$ cat src/rtl/ucseq_pkg.sv
package ucseq_pkg;

    localparam int CW_W = 16;

    // strobe bit positions inside a control word
    localparam int B_PC_LD   = 0;
    localparam int B_PC_DRV  = 1;
    localparam int B_MAR_LD  = 2;
    localparam int B_MEM_RD  = 3;
    localparam int B_MDR_DRV = 4;
    localparam int B_IR_LD   = 5;
    localparam int B_Y_LD    = 6;
    localparam int B_SEL4    = 7;
    localparam int B_ALU_ADD = 8;
    localparam int B_Z_LD    = 9;
    localparam int B_Z_DRV   = 10;
    localparam int B_R1_LD   = 11;
    localparam int B_R1_DRV  = 12;
    localparam int B_R3_DRV  = 13;
    localparam int B_WAIT    = 14;
    localparam int B_END     = 15;

    localparam int FETCH_LAST = 2;
    localparam int ADD_ENTRY  = 3;

    typedef enum logic [1:0] {
        ST_BOOT = 2'd0,
        ST_RUN  = 2'd1,
        ST_HOLD = 2'd2
    } seq_state_t;

    function automatic logic [CW_W-1:0] bits(input int b);
        logic [CW_W-1:0] v;
        v = '0;
        v[b] = 1'b1;
        return v;
    endfunction

    // control store contents, one horizontal word per address
    function automatic logic [CW_W-1:0] uword(input int a);
        logic [CW_W-1:0] w;
        case (a)
            0: w = bits(B_PC_DRV) | bits(B_MAR_LD) | bits(B_MEM_RD)
                 | bits(B_SEL4) | bits(B_ALU_ADD) | bits(B_Z_LD);
            1: w = bits(B_Z_DRV) | bits(B_PC_LD) | bits(B_Y_LD) | bits(B_WAIT);
            2: w = bits(B_MDR_DRV) | bits(B_IR_LD);
            3: w = bits(B_R3_DRV) | bits(B_MAR_LD) | bits(B_MEM_RD);
            4: w = bits(B_R1_DRV) | bits(B_Y_LD) | bits(B_WAIT);
            5: w = bits(B_MDR_DRV) | bits(B_ALU_ADD) | bits(B_Z_LD);
            6: w = bits(B_Z_DRV) | bits(B_R1_LD) | bits(B_END);
            default: w = bits(B_END);
        endcase
        return w;
    endfunction

endpackage

$ cat src/rtl/ucseq_store.sv
module ucseq_store #(
    parameter int UPC_W = 3
) (
    input  logic [UPC_W-1:0]             addr,
    output logic [ucseq_pkg::CW_W-1:0]   word
);
    localparam int DEPTH = 2 ** UPC_W;

    logic [ucseq_pkg::CW_W-1:0] rom [DEPTH];

    for (genvar i = 0; i < DEPTH; i++) begin : g_word
        assign rom[i] = ucseq_pkg::uword(i);
    end

    assign word = rom[addr];
endmodule

$ cat src/rtl/ucseq_next.sv
module ucseq_next #(
    parameter int UPC_W   = 3,
    parameter int OPC_W   = 4,
    parameter int ADD_OPC = 5
) (
    input  logic [UPC_W-1:0]           upc,
    input  logic [ucseq_pkg::CW_W-1:0] word,
    input  logic                       mem_done,
    input  logic [OPC_W-1:0]           opcode,
    output logic [UPC_W-1:0]           nxt,
    output logic                       stall
);
    import ucseq_pkg::*;

    localparam logic [UPC_W-1:0] A_FETCH = '0;
    localparam logic [UPC_W-1:0] A_LAST  = UPC_W'(FETCH_LAST);
    localparam logic [UPC_W-1:0] A_ADD   = UPC_W'(ADD_ENTRY);
    localparam logic [OPC_W-1:0] OP_ADD  = OPC_W'(ADD_OPC);

    assign stall = word[B_WAIT] & ~mem_done;

    always_comb begin
        if (word[B_END]) begin
            nxt = A_FETCH;
        end else if (upc == A_LAST) begin
            nxt = (opcode == OP_ADD) ? A_ADD : A_FETCH;
        end else begin
            nxt = upc + 1'b1;
        end
    end
endmodule

$ cat src/rtl/ucode_seq.sv
module ucode_seq #(
    parameter int UPC_W   = 3,
    parameter int OPC_W   = 4,
    parameter int ADD_OPC = 5
) (
    input  logic                       clk,
    input  logic                       rst_n,
    input  logic [OPC_W-1:0]           opcode,
    input  logic                       mem_done,
    output logic [ucseq_pkg::CW_W-1:0] ctl,
    output logic [UPC_W-1:0]           upc
);
    import ucseq_pkg::*;

    seq_state_t        state_q, state_d;
    logic [UPC_W-1:0]  upc_q, upc_d, upc_nxt;
    logic [CW_W-1:0]   word;
    logic              stall;

    ucseq_store #(.UPC_W(UPC_W)) u_store (
        .addr (upc_q),
        .word (word)
    );

    ucseq_next #(.UPC_W(UPC_W), .OPC_W(OPC_W), .ADD_OPC(ADD_OPC)) u_next (
        .upc      (upc_q),
        .word     (word),
        .mem_done (mem_done),
        .opcode   (opcode),
        .nxt      (upc_nxt),
        .stall    (stall)
    );

    // next-state and micro-PC selection
    always_comb begin
        state_d = state_q;
        upc_d   = upc_q;
        unique case (state_q)
            ST_BOOT: begin
                state_d = ST_RUN;
            end
            ST_RUN, ST_HOLD: begin
                if (stall) begin
                    state_d = ST_HOLD;
                end else begin
                    state_d = ST_RUN;
                    upc_d   = upc_nxt;
                end
            end
            default: begin
                state_d = ST_BOOT;
                upc_d   = '0;
            end
        endcase
    end

    // state register
    always_ff @(posedge clk or negedge rst_n) begin
        if (!rst_n) begin
            state_q <= ST_BOOT;
            upc_q   <= '0;
        end else begin
            state_q <= state_d;
            upc_q   <= upc_d;
        end
    end

    // outputs
    always_comb begin
        unique case (state_q)
            ST_RUN, ST_HOLD: ctl = word;
            default:         ctl = '0;
        endcase
    end

    assign upc = upc_q;
endmodule

$ cat config.mk
export PLATFORM = sky130hd
export DESIGN_NAME = ucode_seq
export DESIGN_NICKNAME = d
export VERILOG_FILES = /design/src/rtl/ucseq_pkg.sv /design/src/rtl/ucseq_store.sv /design/src/rtl/ucseq_next.sv /design/src/rtl/ucode_seq.sv
export SDC_FILE = /design/constraint.sdc
export NUM_CORES = 1
export LEC_CHECK = 0
export BUFFER_PORTS_ARGS = -buffer_cell sky130_fd_sc_hd__buf_4
export CAP_MARGIN = 20
export CORE_UTILIZATION = 40
export CTS_CLUSTER_DIAMETER = 30
export CTS_CLUSTER_SIZE = 24
export DETAILED_ROUTE_END_ITERATION = 12
export HOLD_SLACK_MARGIN = 0.12
export PLACE_DENSITY = 0.65
export SLEW_MARGIN = 20
export SYNTH_ARGS = -nofsm -noshare
export SYNTH_HDL_FRONTEND = slang
export SYNTH_HIERARCHICAL = 1
export SYNTH_SLANG_ARGS = --single-unit
$ cat constraint.sdc
create_clock -name clk -period 5.4 [get_ports clk]
set_input_delay 0.27 -clock clk [delete_from_list [all_inputs] [get_ports clk]]
set_output_delay 0.27 -clock clk [all_outputs]
set_load 0.005 [all_outputs]
# Word-level counts from Yosys, hierarchy flattened
# Memories as Yosys holds them, arrays and structs flattened.
# Index checks and enable logic that the tools add are counted.
[word_totals]
reg_bits = 5
rom_bits = 128
input_bits = 7
out_inout_bits = 19
word_cells = 27
n_memories = 1
[mem_list]
columns = ["memory", "depth", "word_bits", "rd", "rd_clocked_by_memory_dff", "write_ports", "line_no", "text"]
rows = [
  ["(name not given)", 8, 16, 1, 0, 0, "ucseq_store.sv:15", "assign word = rom[addr];"],
]
[op_classes]
add_sub_neg = 1
n_lt_le_gt_ge = 1
n_eq_ne = 5
muxes = 10
bitwise = 4
reduce_logical = 3
[op_table]
columns = ["op", "n"]
rows = [
  ["$mux W16", 3],
  ["$mux W3", 3],
  ["$pmux W3 S2", 1],
  ["$eq A4 B3 Y1 const B", 1],
  ["$ge A4 B4 Y1 const B", 1],
  ["$mux W2", 2],
  ["$not A3 Y4", 1],
  ["$pmux W2 S2", 1],
  ["$add A3 B1 Y3 const B", 1],
  ["$eq A3 B2 Y1 const B", 1],
  ["$eq A2 B1 Y1 const B", 1],
  ["$eq A2 B2 Y1 const B", 1],
  ["$logic_not A2 Y1", 1],
  ["$ne A2 B2 Y1 const B", 1],
  ["$not A1 Y1", 2],
  ["$reduce_and A2 Y1", 1],
  ["$reduce_or A2 Y1", 1],
  ["$and A1 B1 Y1", 1],
]

# Logic depth before layout (Yosys ltp)
# Gate-level depths: netlist of the first run.
[depth]
ltp_word = 7
mapped_depth = 7

# Hierarchy
# The synthesis of the first run kept the hierarchy.
[modules_own_cells]
columns = ["mod", "instances", "cells_each", "area_per_inst_um2", "seq_area_each_um2"]
rows = [
  ["ucode_seq", 1, 43, 361.6, 125.1],
  ["ucseq_store", 1, 25, 237.7, 0.0],
  ["ucseq_next", 1, 12, 91.3, 0.0],
]

# Least setup slack after synthesis of the first run
# No wires, ideal clock.
[synth_timing]
path_kind = "register to register"
startpoint = "register upc_q[1], in the netlist upc[1]"
endpoint = "register upc_q[0], in the netlist upc[0]"
t_arrival_ns = 1.692
path_slack_ns = 3.604
path_stages_with_launch = 8
path_buffers = 1
synth_period_minus_slack_ns = 1.796
cell_sequence = "dfrtp_1 > inv_1 > ha_1 > mux2_4 > buf_4 > nor2b_1 > nand2b_4 > o311ai_1"
[synth_between]
elab_chain_len = 7
[synth_rtl]
columns = ["item", "line_no", "text"]
rows = [
  ["from (decl)", "ucode_seq.sv:16", "logic [UPC_W-1:0] upc_q, upc_d, upc_nxt;"],
  ["from (signal assigned)", "ucode_seq.sv:64", "upc_q <= upc_d;"],
  ["$not A3 Y4 (implied by the code)", "ucseq_store.sv:15", ""],
  ["$mem_v2 Z8 W16", "-", ""],
  ["$mux W16 (implied by the code) (2 in a row)", "ucseq_store.sv:15", ""],
  ["via word[14]", "ucode_seq.sv:17", "logic [CW_W-1:0] word;"],
  ["$and A1 B1 Y1", "ucseq_next.sv:20", "assign stall = word[B_WAIT] & ~mem_done;"],
  ["via stall", "ucode_seq.sv:18", "logic stall;"],
  ["$ne A2 B2 Y1 (no source line)", "-", ""],
  ["$reduce_and A2 Y1 (no source line)", "-", ""],
]
# The timed path passes the listed nets, and every way through them passes these cells. The select of a mux whose other input is x is not followed.
# A chain may end at the register's enable or synchronous reset.

# Final worst setup path of the first run
[layout_timing]
startpoint = "register upc_q[1], in the netlist upc[1]"
endpoint = "output ctl[14] (netlist name)"
[layout_between]
elab_chain_len = 5
[layout_rtl]
columns = ["item", "line_no", "text"]
rows = [
  ["$not A3 Y4 (implied by the code)", "ucseq_store.sv:15", ""],
  ["$mem_v2 Z8 W16", "-", ""],
  ["$mux W16 (implied by the code) (2 in a row)", "ucseq_store.sv:15", ""],
  ["$mux W16", "ucode_seq.sv:70", "unique case (state_q)"],
  ["to (decl)", "ucode_seq.sv:10", "output logic [ucseq_pkg::CW_W-1:0] ctl,"],
]
# No other way between the ends. The select of a mux whose other input is x is not followed.

==> summary.txt, run 1 <==
Run status
  • Result of the run: finished with violations
  • Violated checks: design-rule violations

Floorplan
  • Initial core utilization: around 44%
  • Y dimension of the die: 43.6 um
  • Count of boundary I/O pins: 26
  • Std cell rows: 14
  • Width of the die: 43.6 um
  • Total die area: between 1500 and 2000 um2
  • Standard cell core area: roughly 1600 um2

Route
  • Number of iterations in the first detailed-routing pass: 7
  • Total Wirelength: between 1000 and 1500 um
  • Post-route ant nets: 0
  • DR vias/cell: 4.79
  • First DRT Iteration DRCs: 8
  • Routed wire per std cell: a little over 10 um
  • Total DRC errors in the routed layout: 4
  • Vias after detailed routing: 570

Placement
  • Count of input and output buffers: 25
  • Cells after DPL: approximately 110
  • Post-DP HPWL: between 900 and 1000 um
  • Final Wtd Congestion: between 0.8 and 0.9

Pwr
  • Lkg Pwr: about 0.47 nW
  • Peak supply drop: ~250 uV
  • Power density over the cells: ~570 nW/um2
  • Total power draw: 0.503 mW

Layout
  • Share of cells above drive strength 1: around two fifths
  • P&R area growth vs syn: 27.9%
  • Final cell count without fillers: around 120
  • Post-route core utilization: between 50% and 60%
  • Antenna cells: 0
  • Final-stage net count: about 120

Timing
  • Minimum period implied by the final worst setup slack: ~2 ns
  • Final worst-path cycle share: between 30 and 40%
  • Pin slew with the least headroom to its limit: slightly above 0.5 ns
  • Number of hold violations in the final report: 0
  • Setup repair after global routing missed its margin: false
  • Setup TNS: 0 ns
  • Final worst clock skew: just under 0.003 ns
  • Final Slew Violations: 0
  • Relative slew slack: approximately two thirds
  • Hold Worst Slack: between 0.3 and 0.4 ns
  • Endpoints failing setup: 0
  • Maximum clock frequency: 503 MHz

Clock tree
  • Clock Root Buffer: sky130_fd_sc_hd__clkbuf_4
  • Number of resized instances in the post-cts repair step: 0
  • Buffer depth of the longest clock path: 2
  • Post-CTS clock slew at the launch and capture registers of the worst setup and hold paths: ~0.04 ns
  • Clock net sink count: 5
  • Inserted Clock Buffers: 3
  • # H-tree levels: 1
  • Clock tree from TritonCTS: done
  • Clock latency reported for the late side of the worst-skew pair: approximately 0.24 ns

Synthesis
  • Cell area after technology mapping: slightly below 700 um2
  • Compound-Gate Fraction of Synth Area: ~6.7%
  • Synth Register Bits: 5
  • Post-synthesis instance total: 80
  • Library cell with the highest instance count after synthesis: sky130_fd_sc_hd__and2_1
  • Post-synthesis net count: between 90 and 100
  • Share of cell area taken by muxes after synthesis: a little under a tenth
  • Count of yosys warnings during synthesis: 6
  • Yosys top cell area share: a little under a fifth
  • Number of flops mapped to enable cells by yosys: 0
  • Arithmetic-cell share of the synthesized area counting full adders, half adders and majority gates: between 10% and 20%
  • Flip-flop cell with the highest count after synthesis: sky130_fd_sc_hd__dfrtp_1
  • Asr flop ratio synth: between 90% and 100%
  • Combinational family with the most area after synthesis: simple AND/OR/NAND/NOR gates
  • Xor/xnor cell area share of the yosys netlist: 0%
  • Post-synthesis cell type with the largest combined area: sky130_fd_sc_hd__dfrtp_1
  • Most area-consuming cells after synthesis: sky130_fd_sc_hd__dfrtp_1 (18%), sky130_fd_sc_hd__ha_1 (18%), sky130_fd_sc_hd__and2_1 (14%), sky130_fd_sc_hd__and2b_2 (5.1%), sky130_fd_sc_hd__inv_1 (4.9%)
  • Synth top cells by count: sky130_fd_sc_hd__and2_1 (16), sky130_fd_sc_hd__ha_1 (10), sky130_fd_sc_hd__inv_1 (9)
  • Simple-gate share of the synthesized area: a little over a third
  • Proportion of synthesized chip area in sequential cells: a little under a fifth
  • Number of distinct standard cells referenced by the synthesized netlist: 22
  • Post-Syn Area per Cell: roughly 8.6 um2

GRT
  • Aggregate global routing overflow: 0
  • Aggregate global-route resource usage: between 10% and 20%
  • Number of antenna violations at the first check in global routing: 0
  • Global-route wire length before repair: a little over 2000 um
  • Vias in the first global route: 492
  • Largest net degree at the start of global routing: 22

Setup path
  • Worst setup path category: reg -> out
  • Crit path arrival time: about 1.7 ns
  • Critical Path RT: a little over 5 ns
  • Worst-path cell chain: inv_1 > ha_1 > mux2_4 > and2_1 > buf_4
  • Slowest cell on the critical path: sky130_fd_sc_hd__dfrtp_1
  • Nature of the critical path endpoint: output pin
  • Largest driver fanout on the critical path: 10
  • Worst Reg2Reg Path Length in Cells: 6
  • Delay of the slowest cell on the worst path: 0.52 ns
  • Critical path launch point type: flip-flop

Flow run
  • Reported max-cap violation count: 0

Min path
  • HP Class: in -> async
repair_timing:
item | CTS | global route
hold buffers | 1 | 0
setup endpoints to repair | 0 | 0
endpoints found under the hold margin | 5 | 0
buffers inserted | 0 | 0
area by class of cell:
type                    instances  area (um2)
clock buffers                   4        26.3
well taps                      16        20.0
fillers                       149         676
repair buffers                 26         198
flip-flops and latches          5         125
inverters                       9        33.8
multi-input cells              59         480
final timing paths:
check | startpoint | end | slack [ns]
min in group clk | mem_done | upc[2] | 0.41
max in group asynchronous | rst_n | upc[1] | 4.90
worst max-delay path | upc[1] | ctl[14] | 3.41
worst min register to register | state_q[1] | state_q[0] | 0.57
worst max register to register | upc[1] | upc[0] | 3.48
worst min-delay path | rst_n | state_q[1] | 0.40
power by group:
group	leakage (nW)	total [mW]	internal (mW)	switching (mW)
Combinational	0.388	0.377	0.220	0.156
Sequential	0.0636	0.0842	0.0532	0.0310
Clock	0.0150	0.0427	0.0279	0.0148
Total	0.466	0.503	0.302	0.202
per-layer routing:
layer / track usage (%) / vias to the layer above / wire length [um]
met2: 22.7 / 19 / 559
met4: 3.75 / 0 / 0
li1: - / 299 / -
met3: 3.75 / 0 / 83
met1: 19.5 / 252 / 563
met5: 0 / - / 0
per-stage QoR:
stage	setup slack, ns	cell area, um2
after detailed placement	3.48	847
final	3.41	883
after global routing	3.28	883
after floorplan	3.60	691
after global placement	3.55	847
after CTS	3.38	883
worst max-delay path: cells and delay by family (launching register included):
kind                     cells  cell delay (ns)
AND/OR/NAND/NOR              1             0.16
multiplexers                 1             0.29
buffers and inverters        2             0.26
adder cells (fa/ha/maj)      1             0.25
flip-flops                   1             0.52
cell families after synthesis:
family                     after synthesis
AOI/OAI and AO/OA                        6
adders and majority gates               10
buffers and inverters                   16
DFF                                      5
muxes                                    5
and+or+nand+nor                         38
flip-flops by register name, indices dropped and copies added (netlist names):
signal / cells
state_q: 2
upc: 3
cell usage in the layout (no fill, tap or decap), types with 2 or more instances in the layout:
cell and count:
sky130_fd_sc_hd__clkbuf_4 3, sky130_fd_sc_hd__and2b_2 4, sky130_fd_sc_hd__dfrtp_1 5, sky130_fd_sc_hd__o311ai_1 3, sky130_fd_sc_hd__ha_1 10, sky130_fd_sc_hd__mux2_2 2, sky130_fd_sc_hd__nand2_1 3, sky130_fd_sc_hd__nor2_1 4
sky130_fd_sc_hd__buf_4 25, sky130_fd_sc_hd__and2_1 16, sky130_fd_sc_hd__and2_2 4, sky130_fd_sc_hd__inv_1 9, sky130_fd_sc_hd__mux2_4 2, sky130_fd_sc_hd__nand3_1 3, sky130_fd_sc_hd__a211oi_1 2
No activity file was read; power rests on OpenSTA's default activity.
==> inputs of run 2 (changes only) <==
==> constraint.sdc (replaced) <==
create_clock -name clk -period 1.9 [get_ports clk]
set_input_delay 0.095 -clock clk [delete_from_list [all_inputs] [get_ports clk]]
set_output_delay 0.095 -clock clk [all_outputs]
set_load 0.005 [all_outputs]
==> summary.txt, run 2 (synthesis results as in run 1) <==
Pwr
  • Combinational cell fraction of total power: between 70% and 80%
  • Internal cell power: 0.917 mW
  • Peak supply drop: 822 uV
  • Net switching component of the power: roughly 0.61 mW
  • Part of the power in the clock network: approximately 8.1%
  • Switching power as a share of total power: 39.9%
  • Lkg Pwr: between 0.4 and 0.5 nW
  • Power density over the cells: approximately 1600 nW/um2
  • Sequential fraction of design power: between 10% and 20%

Timing
  • Setup TNS: 0 ns
  • Final worst-path cycle share: 88.7%
  • Pin slew with the least headroom to its limit: 0.519 ns
  • Endpoints failing setup: 0
  • Final Slew Violations: 0
  • Number of hold violations in the final report: 0
  • Relative slew slack: around two thirds
  • Minimum period implied by the final worst setup slack: 1.69 ns
  • Maximum clock frequency: between 500 and 600 MHz
  • Final worst clock skew: around 0.0043 ns
  • Setup repair after global routing missed its margin: false

Clock tree
  • Clock latency reported for the late side of the worst-skew pair: between 0.2 and 0.25 ns
  • Inserted Clock Buffers: 3
  • Post-CTS clock slew at the launch and capture registers of the worst setup and hold paths: 0.05 ns
  • Clock tree from TritonCTS: done
  • Post-CTS repair timing setup buffer count: 0
  • Buffer depth of the longest clock path: 2
  • # H-tree levels: 1
  • Clock Root Buffer: sky130_fd_sc_hd__clkbuf_4
  • Clock net sink count: 5

Layout
  • Largest register FFs: 3
  • Final-stage net count: about 130
  • Post-route core utilization: about three fifths
  • P&R area growth vs syn: 34.4%
  • Share of cells above drive strength 1: around 44%
  • Summed area of non-filler cells in the final layout: 928 um2
  • Commonest cells after routing, fill and taps aside: sky130_fd_sc_hd__buf_4 (30), sky130_fd_sc_hd__and2_1 (16), sky130_fd_sc_hd__ha_1 (10), sky130_fd_sc_hd__inv_1 (9), sky130_fd_sc_hd__dfrtp_1 (5)
  • Antenna cells: 0
  • Most frequent standard cell in the layout excluding fill and tap cells: sky130_fd_sc_hd__buf_4

Floorplan
  • Count of boundary I/O pins: 26
  • Total die area: 1900 um2
  • Std cell rows: 14
  • Width of the die: 43.6 um
  • Y dimension of the die: 43.6 um
  • Standard cell core area: 1560 um2
  • Initial core utilization: around 44%

Route
  • Number of iterations in the first detailed-routing pass: 8
  • First DRT Iteration DRCs: 8
  • Routed wire per std cell: around 11 um
  • Vias after detailed routing: around 580
  • Total DRC errors in the routed layout: 4
  • Total Wirelength: between 1000 and 1500 um
  • DR vias/cell: between 4 and 5
  • Post-route ant nets: 0

Setup path
  • Slowest cell on the critical path: sky130_fd_sc_hd__dfrtp_1
  • Worst setup startpoint: upc[2]
  • Worst R2R End: upc[1]
  • Most common cell type on the critical path: sky130_fd_sc_hd__buf_4
  • Worst-case register-to-register setup slack: about 0.24 ns
  • Worst Reg2Reg Path Length in Cells: 7
  • Number of buffer and inverter stages on the critical path: 2
  • Critical path launch point type: flip-flop
  • Beginning of the worst register-to-register path: upc[0]
  • Worst-path cell chain: buf_4 > mux2_2 > and2_1 > buf_4
  • Worst setup path category: reg -> out
  • Delay of the slowest cell on the worst path: between 0.5 and 0.6 ns
  • Nature of the critical path endpoint: output pin
  • Crit path arrival time: 1.59 ns
  • Largest driver fanout on the critical path: 10
  • Largest delay share family, worst path: flip-flops
  • Critical Path RT: 1.80 ns

Placement
  • Count of input and output buffers: 25
  • Total cell area at the placement stage: ~880 um2
  • Final Wtd Congestion: 0.768
  • Post-DP HPWL: 1030 um

GRT
  • Aggregate global-route resource usage: about 16%
  • Largest net degree at the start of global routing: 22
  • Global-route wire length before repair: around 2300 um
  • Vias in the first global route: between 500 and 600
  • Aggregate global routing overflow: 0
  • Number of antenna violations at the first check in global routing: 0

Run status
  • Violated checks: design-rule violations
  • Result of the run: finished with violations

Flow run
  • Reported max-cap violation count: 0

Min path
  • HP Class: in -> async
run 2: power by group through the flow:
stage	clock, mW	combinational [mW]	sequential (mW)
floorplan	0	0.790	0.213
detailed placement	0	1.20	0.197
CTS	0.127	1.20	0.196
finish	0.123	1.21	0.196
global placement	0	1.18	0.195
global route	0.137	1.35	0.204
run 2: routing by layer:
metal / vias to the layer above / global-route usage, % / wire [um]
met2: 16 / 26.9 / 623
met4: 0 / 5.63 / 0
met1: 257 / 20.6 / 627
li1: 309 / - / -
met5: - / 0 / 0
met3: 0 / 3.75 / 55
run 2: worst max-delay path by stage:
stage,endpoint,cells after the start
CTS,ctl[8],4
floorplan,upc[0],7
global route,upc[1],7
finish,ctl[8],4
global placement,upc[1],7
detailed placement,upc[0],7
run 2: area by class of cell:
| type | instances | area [um2] |
|---|---|---|
| Fill cell | 150 | 631 |
| Multi-Input combinational cell | 59 | 488 |
| Timing Repair Buffer | 31 | 235 |
| Sequential cell | 5 | 125 |
| Inverter | 9 | 33.8 |
| Clock buffer | 4 | 26.3 |
| Tap cell | 16 | 20.0 |
run 2: stage by stage:
stage / cells / total power, mW / hold slack [ns] / setup slack, ns
3_5_place_dp: 119 / 1.39 / -0.100 / 0.231
6_report: 124 / 1.53 / 0.199 / 0.214
2_1_floorplan: 80 / 1.00 / -0.201 / 0.104
4_1_cts: 124 / 1.52 / 0.194 / 0.195
3_3_place_gp: 119 / 1.37 / -0.101 / 0.267
5_1_grt: 124 / 1.69 / 0.206 / 0.0467
run 2: repair_timing:
item                                    in CTS  in global routing
hold buffers                                 1                  0
endpoints found under the setup margin       0                  1
endpoints found under the hold margin        5                  0
resized for setup                            0                  1
run 2: worst register-to-register path, stage by stage, from the launching register on:
cell                       delay (ns)
sky130_fd_sc_hd__dfrtp_1         0.40
sky130_fd_sc_hd__buf_4           0.17
sky130_fd_sc_hd__inv_1           0.05
sky130_fd_sc_hd__ha_1            0.15
sky130_fd_sc_hd__or2b_1          0.26
sky130_fd_sc_hd__a211oi_1        0.23
sky130_fd_sc_hd__inv_1           0.07
sky130_fd_sc_hd__o311ai_2        0.24
==> inputs of run 3 (changes only) <==
--- a/config.mk
+++ b/config.mk
@@ -12,7 +12,7 @@
 export CTS_CLUSTER_SIZE = 24
 export DETAILED_ROUTE_END_ITERATION = 12
 export HOLD_SLACK_MARGIN = 0.12
-export PLACE_DENSITY = 0.65
+export PLACE_DENSITY = 0.73
 export SLEW_MARGIN = 20
 export SYNTH_ARGS = -nofsm -noshare
 export SYNTH_HDL_FRONTEND = slang
==> summary.txt, run 3 (synthesis results as in run 1) <==
Run status
  • Result of the run: finished with violations
  • Violated checks: design-rule violations

Layout
  • Share of cells above drive strength 1: between 40% and 50%
  • Commonest cells after routing, fill and taps aside: sky130_fd_sc_hd__buf_4 (28), sky130_fd_sc_hd__and2_1 (16), sky130_fd_sc_hd__ha_1 (10), sky130_fd_sc_hd__inv_1 (9), sky130_fd_sc_hd__dfrtp_1 (5)
  • Final-stage net count: around 120
  • Most frequent standard cell in the layout excluding fill and tap cells: sky130_fd_sc_hd__buf_4
  • Antenna cells: 0
  • P&R area growth vs syn: 31.2%
  • Summed area of non-filler cells in the final layout: around 910 um2
  • Final cell count without fillers: between 100 and 150
  • Largest register FFs: 3

Timing
  • Maximum clock frequency: 591 MHz
  • Endpoints failing setup: 0
  • Setup TNS: 0 ns
  • Relative slew slack: 67.9%
  • Minimum period implied by the final worst setup slack: 1.69 ns
  • Pin slew with the least headroom to its limit: ~0.48 ns
  • Final Slew Violations: 0
  • Setup repair after global routing missed its margin: false
  • Final worst clock skew: between 0.0001 and 0.00015 ns
  • Final worst-path cycle share: between 80% and 90%
  • Number of hold violations in the final report: 0
  • Hold Worst Slack: between 0.2 and 0.25 ns

Pwr
  • Switching power as a share of total power: 39.6%
  • Internal cell power: 0.889 mW
  • Lkg Pwr: between 0.4 and 0.5 nW
  • Peak supply drop: between 700 and 800 uV
  • Sequential fraction of design power: around an eighth
  • Combinational cell fraction of total power: between 70% and 80%
  • Power density over the cells: ~1600 nW/um2
  • Total power draw: about 1.5 mW
  • Net switching component of the power: approximately 0.58 mW
  • Part of the power in the clock network: just over 8%

Setup path
  • Crit path arrival time: between 1.5 and 2 ns
  • Beginning of the worst register-to-register path: upc[0]
  • Critical path launch point type: flip-flop
  • Worst setup path category: reg -> reg
  • Critical Path RT: between 2 and 2.5 ns
  • Worst-case register-to-register setup slack: just over 0.2 ns
  • Largest driver fanout on the critical path: 7
  • Nature of the critical path endpoint: flip-flop
  • Worst R2R End: upc[0]
  • Worst Reg2Reg Path Length in Cells: 7

Route
  • Post-route ant nets: 0
  • Total DRC errors in the routed layout: 2
  • DR vias/cell: ~4.7
  • Number of iterations in the first detailed-routing pass: 10
  • Total Wirelength: 1240 um
  • Vias after detailed routing: roughly 570
  • First DRT Iteration DRCs: 5
  • Routed wire per std cell: 10.1 um

GRT
  • Global-route wire length before repair: ~2100 um
  • Aggregate global-route resource usage: 14.6%
  • Number of antenna violations at the first check in global routing: 0
  • Vias in the first global route: 480
  • Largest net degree at the start of global routing: 22
  • Aggregate global routing overflow: 0

Clock tree
  • # H-tree levels: 1
  • Clock latency reported for the late side of the worst-skew pair: around 0.24 ns
  • Post-CTS clock slew at the launch and capture registers of the worst setup and hold paths: about 0.040 ns
  • Number of resized instances in the post-cts repair step: 0
  • Buffer depth of the longest clock path: 2
  • Number of buffers added to fix hold violations after cts: 1
  • Clock net sink count: 5
  • Clock Root Buffer: sky130_fd_sc_hd__clkbuf_4
  • Inserted Clock Buffers: 3
  • Clock tree from TritonCTS: done
  • Post-CTS repair timing setup buffer count: 0

Floorplan
  • Initial core utilization: ~44%
  • Count of boundary I/O pins: 26
  • Y dimension of the die: between 40 and 50 um
  • Width of the die: ~44 um
  • Std cell rows: 14
  • Total die area: around 1900 um2
  • Standard cell core area: roughly 1600 um2

Placement
  • Final Wtd Congestion: between 0.6 and 0.7
  • Count of input and output buffers: 25
  • Total cell area at the placement stage: between 800 and 900 um2
  • Cells after DPL: 117
  • Post-DP HPWL: around 1000 um

Min path
  • HP Class: in -> async

Flow run
  • Reported max-cap violation count: 0
-- run 3: changes by cell type in the layout (fill, tap and decap cells not counted), sizes merged --
cell  before  now
buf       30   28
-- run 3: through the flow --
stage | worst slack (ns) | util [%]
final | 0.208 | 58.1
after global routing | 0.0780 | 58.1
after CTS | 0.183 | 58.1
after detailed placement | 0.188 | 55.8
after global placement | 0.263 | 55.8
after floorplan | 0.104 | -
-- run 3: per-layer routing --
metal / track usage (%) / part of all wire (%)
met1: 20.8 / 47
met2: 22.7 / 50
met3: 1.25 / 3.0
met4: 5.63 / 0
met5: 0 / 0
-- run 3: how the worst max path moves through the flow --
stage / from / endpoint
global placement: upc[1] / upc[2]
finish: upc[0] / upc[0]
floorplan: upc[1] / upc[0]
global route: state_q[0] / ctl[15]
CTS: upc[0] / upc[0]
detailed placement: upc[0] / upc[0]
-- run 3: layout make-up --
class / count / area [um2]
Multi-Input combinational cell: 59 / 480
Timing Repair Buffer: 29 / 220
Tap cell: 16 / 20.0
Clock buffer: 4 / 26.3
Inverter: 9 / 33.8
Fill cell: 145 / 653
Sequential cell: 5 / 125
-- run 3: power by group through the flow --
stage	logic [mW]	clock network [mW]	registers (mW)
floorplan	0.790	0	0.213
global placement	1.15	0	0.191
detailed placement	1.17	0	0.194
CTS	1.18	0.129	0.193
global route	1.30	0.134	0.201
finish	1.16	0.122	0.193
-- run 3: worst max-delay path, stage by stage (launching register included) --
cell and delay, ns:
sky130_fd_sc_hd__dfrtp_1 0.39, sky130_fd_sc_hd__buf_4 0.17, sky130_fd_sc_hd__inv_1 0.05, sky130_fd_sc_hd__ha_1 0.15
sky130_fd_sc_hd__or2b_1 0.25, sky130_fd_sc_hd__a211oi_1 0.23, sky130_fd_sc_hd__inv_1 0.06, sky130_fd_sc_hd__o311ai_1 0.28
